`src/rtl/xfc_pkg.sv`:
```
package xfc_pkg;
    // One translation attempt as seen by the classifier
    typedef struct packed {
        logic fetch;
        logic itr_en;
        logic dtr_en;
        logic seg_nx;
        logic seg_ds;
        logic blk_hit;
        logic blk_grd;
        logic blk_viol;
        logic pg_hit;
        logic pg_grd;
        logic pg_viol;
    } xlat_info_t;

    typedef enum logic [1:0] {
        FK_NONE  = 2'b00,
        FK_INSTR = 2'b01,
        FK_DATA  = 2'b10
    } fault_kind_t;

    // Resolved translation result after block/page precedence
    typedef struct packed {
        logic miss;
        logic prot;
        logic guard;
    } resolved_t;
endpackage

```
`src/rtl/xfc_resolve.sv`:
```
module xfc_resolve
    import xfc_pkg::*;
(
    input  xlat_info_t info,
    output resolved_t  res
);
    // Block-map hit outranks whatever the page lookup returned
    always_comb begin
        res.miss = !info.blk_hit && !info.pg_hit;
        if (info.blk_hit) begin
            res.prot  = info.blk_viol;
            res.guard = info.blk_grd;
        end else begin
            res.prot  = info.pg_hit && info.pg_viol;
            res.guard = info.pg_hit && info.pg_grd;
        end
    end
endmodule

```
`src/rtl/xfc_encode.sv`:
```
module xfc_encode
    import xfc_pkg::*;
#(
    parameter int unsigned STATUS_W = 32,
    parameter int unsigned MISS_BIT = 1,
    parameter int unsigned EXEC_BIT = 3,
    parameter int unsigned PROT_BIT = 4,
    parameter int unsigned DSEG_BIT = 5
) (
    input  xlat_info_t          info,
    input  resolved_t           res,
    output logic [STATUS_W-1:0] word,
    output fault_kind_t         kind
);
    // Big-endian numbering: cause bit n lives at index STATUS_W-1-n
    localparam int unsigned MISS_IDX = STATUS_W - 1 - MISS_BIT;
    localparam int unsigned EXEC_IDX = STATUS_W - 1 - EXEC_BIT;
    localparam int unsigned PROT_IDX = STATUS_W - 1 - PROT_BIT;
    localparam int unsigned DSEG_IDX = STATUS_W - 1 - DSEG_BIT;

    logic gate_i, gate_d;
    logic miss_c, prot_c, exec_c, dseg_c;

    always_comb begin
        gate_i = info.fetch && info.itr_en;
        gate_d = !info.fetch && info.dtr_en;
        miss_c = (gate_i || gate_d) && res.miss;
        prot_c = (gate_i || gate_d) && res.prot;
        exec_c = gate_i && (info.seg_nx || info.seg_ds || res.guard);
        dseg_c = gate_d && info.seg_ds;
    end

    for (genvar i = 0; i < STATUS_W; i++) begin : g_bit
        if (i == MISS_IDX) begin : g_miss
            assign word[i] = miss_c;
        end else if (i == EXEC_IDX) begin : g_exec
            assign word[i] = exec_c;
        end else if (i == PROT_IDX) begin : g_prot
            assign word[i] = prot_c;
        end else if (i == DSEG_IDX) begin : g_dseg
            assign word[i] = dseg_c;
        end else begin : g_zero
            assign word[i] = 1'b0;
        end
    end

    always_comb begin
        if (word == '0)      kind = FK_NONE;
        else if (info.fetch) kind = FK_INSTR;
        else                 kind = FK_DATA;
    end
endmodule

```
`src/rtl/xlat_fault_classifier.sv`:
```
module xlat_fault_classifier
    import xfc_pkg::*;
#(
    parameter int unsigned STATUS_W = 32,
    parameter int unsigned MISS_BIT = 1,
    parameter int unsigned EXEC_BIT = 3,
    parameter int unsigned PROT_BIT = 4,
    parameter int unsigned DSEG_BIT = 5
) (
    input  logic                clk,
    input  logic                rst_n,
    input  logic                req_valid,
    input  logic                is_fetch,
    input  logic                itrans_on,
    input  logic                dtrans_on,
    input  logic                seg_noexec,
    input  logic                seg_direct,
    input  logic                blk_hit,
    input  logic                blk_guard,
    input  logic                blk_viol,
    input  logic                pg_hit,
    input  logic                pg_guard,
    input  logic                pg_viol,
    input  logic                fault_ack,
    output logic                ifault_req,
    output logic                dfault_req,
    output logic [STATUS_W-1:0] fault_status
);
    typedef struct packed {
        fault_kind_t         kind;
        logic [STATUS_W-1:0] word;
    } hold_t;

    xlat_info_t          info;
    resolved_t           res;
    logic [STATUS_W-1:0] cause_word;
    fault_kind_t         cause_kind;
    hold_t               st_d, st_q;
    logic                pending;

    always_comb begin
        info.fetch    = is_fetch;
        info.itr_en   = itrans_on;
        info.dtr_en   = dtrans_on;
        info.seg_nx   = seg_noexec;
        info.seg_ds   = seg_direct;
        info.blk_hit  = blk_hit;
        info.blk_grd  = blk_guard;
        info.blk_viol = blk_viol;
        info.pg_hit   = pg_hit;
        info.pg_grd   = pg_guard;
        info.pg_viol  = pg_viol;
    end

    xfc_resolve u_resolve (
        .info (info),
        .res  (res)
    );

    xfc_encode #(
        .STATUS_W (STATUS_W),
        .MISS_BIT (MISS_BIT),
        .EXEC_BIT (EXEC_BIT),
        .PROT_BIT (PROT_BIT),
        .DSEG_BIT (DSEG_BIT)
    ) u_encode (
        .info (info),
        .res  (res),
        .word (cause_word),
        .kind (cause_kind)
    );

    assign pending = (st_q.kind != FK_NONE);

    always_comb begin
        st_d = st_q;
        if (pending) begin
            if (fault_ack) begin
                st_d.kind = FK_NONE;
                st_d.word = '0;
            end
        end else if (req_valid && cause_kind != FK_NONE) begin
            st_d.kind = cause_kind;
            st_d.word = cause_word;
        end
    end

    always_ff @(posedge clk) begin
        if (!rst_n) begin
            st_q.kind <= FK_NONE;
            st_q.word <= '0;
        end else begin
            st_q <= st_d;
        end
    end

    assign ifault_req   = (st_q.kind == FK_INSTR);
    assign dfault_req   = (st_q.kind == FK_DATA);
    assign fault_status = st_q.word;
endmodule

```
`config.mk`:
```
export PLATFORM = sky130hd
export DESIGN_NAME = xlat_fault_classifier
export DESIGN_NICKNAME = d
export VERILOG_FILES = /design/src/rtl/xfc_pkg.sv /design/src/rtl/xfc_resolve.sv /design/src/rtl/xfc_encode.sv /design/src/rtl/xlat_fault_classifier.sv
export SDC_FILE = /design/constraint.sdc
export NUM_CORES = 1
export LEC_CHECK = 0
export ABC_AREA = 1
export CAP_MARGIN = 0
export CORE_UTILIZATION = 48
export DETAILED_ROUTE_END_ITERATION = 7
export PLACE_DENSITY = 0.79
export SYNTH_ARGS = -nofsm -noshare
export SYNTH_HDL_FRONTEND = slang
export SYNTH_HIERARCHICAL = 1
export SYNTH_SLANG_ARGS = --single-unit
```
`constraint.sdc`:
```
create_clock -name clk -period 1.5 [get_ports clk]
set_input_delay 0.15 -clock clk [delete_from_list [all_inputs] [get_ports clk]]
set_output_delay 0.15 -clock clk [all_outputs]
set_load 0.01 [all_outputs]
```
Word level (Yosys, flattened, before mapping)
Index checks and enable logic that the tools add are counted.
{"block": "classes", "n_eq_ne": 3, "mux": 6, "reduce_logical": 21}
{"op": "two-way mux 34 bit", "count": 3}
{"op": "logical NOT 32 bit", "count": 1}
{"op": "logical AND 1 bit", "count": 10}
{"op": "two-way mux 2 bit", "count": 3}
{"op": "nonzero test 2 bit", "count": 3}
{"op": "logical NOT 1 bit", "count": 3}
{"op": "logical OR 1 bit", "count": 3}
{"op": "equality test 2 x 1 -> 1 bit, second input constant", "count": 1}
{"op": "equality test 2 bit, second input constant", "count": 1}
{"op": "!= test 2 bit, second input constant", "count": 1}
{"op": "AND reduction 2 bit", "count": 1}
{"block": "totals", "reg_bits": 34, "word_cells": 32}

Logic depth before layout (Yosys ltp)
{"block": "depth", "depth_word": 10, "depth_mapped": 15, "depth_no_buf": 14}

Cells and area by module
Netlist, hierarchy kept.
{"module": "xlat_fault_classifier", "n_inst": 1, "cells_each": 199, "area_each_um2": 1939.4}
{"module": "xfc_encode", "n_inst": 1, "cells_each": 54, "area_each_um2": 346.6}
{"module": "xfc_resolve", "n_inst": 1, "cells_each": 8, "area_each_um2": 32.5}

Least setup slack after synthesis
No wires, ideal clock.
{"block": "synth_path", "path_type": "input port to flip-flop", "startpoint": "input blk_hit", "endpoint": "register st_q, in the netlist fault_status[10]", "setup_ps": 143, "arrival_time_ps": 1273, "t_required_ps": 1357, "setup_slack_ps": 83, "cell_stages": 15, "path_buffers": 1, "path_cell_list": "inv_2 nand3_1 nand2_1 nor2_1 nand2_1 nand2_2 nand2_4 nor2_2 nor2_1 inv_1 nand2_1 nand3_4 buf_6 nand3_2 a21oi_2"}
{"element": "start, declared", "line": "xlat_fault_classifier.sv:18", "rtl": "input logic blk_hit,"}
{"element": "end signal, assigned", "line": "xlat_fault_classifier.sv:93", "rtl": "st_q <= st_d;"}
{"element": "end, declared", "line": "xlat_fault_classifier.sv:38", "rtl": "hold_t st_d, st_q;"}

Worst setup path after layout
{"block": "layout_path", "startpoint": "register st_q, in the netlist fault_status[29]", "endpoint": "output fault_status[29]"}
{"element": "end, declared", "line": "xlat_fault_classifier.sv:27", "rtl": "output logic [STATUS_W-1:0] fault_status"}
No word-level cell between the ends.

==> flow_metrics.tcl <==
set metrics [dict create \
    place_congestion 0.701 \
    cts_buffers 5 \
    antenna_found_initial 0 \
    syn_inst 261 \
    setup_viol 0 \
    grt_pass1_vias 1604 \
    synth_cell_types 24 \
    seq_area_frac_synth_pct 29.4 \
    place_area_um2 2550 \
    clk_pin_slew_ns 0.07 \
    cp.buffers_inverters 1 \
    clk_path_buf_depth 2 \
    clockRootBuffer "clkbuf_8" \
    dr.pass1.iters 4 \
    num_rows 24 \
    hold_path.class "in2reg" \
    ys_ff_latch 34 \
    first_iter_violations 124 \
    vias 1679 \
    core_um2 4500 \
    path_cells "clkdlybuf4s50_1" \
    ios 49 \
    cts_tree "built" \
    ctsHtreeMaxLevel 2 \
    final.period_utilization_pct 95.5 \
    final_common_cell "clkdlybuf4s50_1" \
    placed_cells 325 \
    die_h_um 71.5 \
    worstPathRequired_ns 1.35 \
    via_per_inst 4.94 \
    crit_family "buffers and inverters" \
    power_density_nw_per_um2 821 \
    drive_above_1_share_pct 38.9 \
    rsz0062_at_grt "no" \
    remaining_drc_errors 0 \
    synth.top_cell.area_share_pct 29.4 \
    startpoint_type "flop" \
    cts_num_sinks 34 \
    yosysTopAreaCell "dfxtp_1" \
    critPathSlowestCell "clkdlybuf4s50_1" \
    p_leak_nw 1.07 \
    hold_viol_final 0 \
    routed_wl_mm 4.20 \
    grt_usage_pct 18.2 \
    start_util_pct 51.5 \
    maxCapViolCount 0 \
    portBuffers 48 \
    final_area_um2 2770 \
    nets 302 \
    area_delta_synth_final_pct 19.4 \
    slew_viol_final 0 \
    critPathMaxFanout 2 \
    status "completed" \
    netlist_area_um2 2320 \
    synth_area_leaders "dfxtp_1, buf_4, nand3_2" \
    fmax_ghz 0.698 \
    layout_common_cells "clkdlybuf4s50_1, nand4_1, dfxtp_1" \
    antenna-diode-count 0 \
    wire_per_inst_um 12.4 \
    grt_pass1_wl_mm 7.23 \
    arrival_ns 1.28 \
    dp_hpwl_mm 2.72 \
    fin_crit_ns 1.43 \
    fin_skew_ns 0.00276 \
    die_x_um 71.5 \
    yosys_warnings 6 \
    die_area_um2 5110 \
    slowest_delay_ns 0.59 \
    grt_overflow 0 \
    ant_nets 0 \
    cts_hold_buf 0 \
    path_class "reg2out" \
    grt_start_max_net_pins 35 \
    clk_latency_ns 0.29 \
    vdd_drop_max_v 0.000298 \
    cp-end-kind "output port" \
    syn_avg_cell_area_um2 8.88 \
    fin_cells 340 \
]
## timing repair
action / CTS / global route
cloned: 2 / 0
endpoints found under the setup margin: 34 / 34
resized for setup: 23 / 9
buffers inserted: 10 / 0
pin swaps: 13 / 1
## kinds of logic after synthesis
group                  share of synthesized area, %
DFF                                            29.4
and+or+nand+nor                                29.1
other                                         0.162
buffers and inverters                          29.1
AOI/OAI and AO/OA                              12.3
## routing by layer
| layer | global-route usage, % | share of wire, % | up-vias |
|---|---|---|---|
| li1 | - | - | 849 |
| met4 | 10.2 | 1.8 | 0 |
| met5 | 0 | 0 | - |
| met2 | 29.7 | 49 | 51 |
| met3 | 4.92 | 5.7 | 6 |
| met1 | 21.6 | 44 | 773 |
## registers in the layout, summed over array words and instances (netlist names)
register      flops
fault_status     32
st_q              2
## per-stage QoR
| step | hold slack, ns | total power, mW | setup TNS [ns] | setup slack [ns] | util [%] |
|---|---|---|---|---|---|
| final | 0.445 | 2.27 | 0 | 0.0671 | 61.5 |
| after global routing | 0.477 | 2.38 | 0 | 0.0197 | 61.5 |
| after CTS | 0.442 | 2.33 | 0 | 0.000671 | 62.9 |
| after detailed placement | 0.462 | 1.55 | -14.31 | -0.471 | 56.6 |
| after global placement | 0.458 | 1.54 | -13.86 | -0.429 | 56.6 |
| after floorplan | 0.325 | 1.45 | 0 | 0.0834 | - |
## Yosys cell counts, drive strengths merged
master	count
nand2	16
conb	1
clkinv	1
a21oi	34
nand3	36
dfxtp	34
nand4	34
inv	13
buf	80
nor2	8
o21ai	1
clkbuf	3
## path summary, 6_finish.rpt
kind               startpoint                to  slack (ns)  cells after the start
max          fault_status[29]  fault_status[29]        0.07                      1
min                  is_fetch          st_q[33]        0.44                      5
max reg2reg          st_q[33]   fault_status[3]        0.29                      5
min reg2reg   fault_status[0]   fault_status[0]        0.47                      2
## cell type report
class / instances / area (µm²)
Clock buffer: 7 / 86.3
Fill cell: 383 / 1740
Multi-Input combinational cell: 157 / 1140
Timing Repair Buffer: 75 / 742
Inverter: 14 / 52.6
Sequential cell: 34 / 681
Clock inverter: 1 / 5.00
Tap cell: 52 / 65.1
## power breakdown
| group | switching (mW) | leakage, nW | internal (mW) | total, mW |
|---|---|---|---|---|
| combinational | 0.299 | 0.741 | 0.275 | 0.575 |
| sequential | 0.0380 | 0.277 | 0.953 | 0.991 |
| clock | 0.337 | 0.0482 | 0.370 | 0.708 |
| total | 0.675 | 1.07 | 1.60 | 2.27 |
Note: power is estimated with default switching activity, not from simulation.
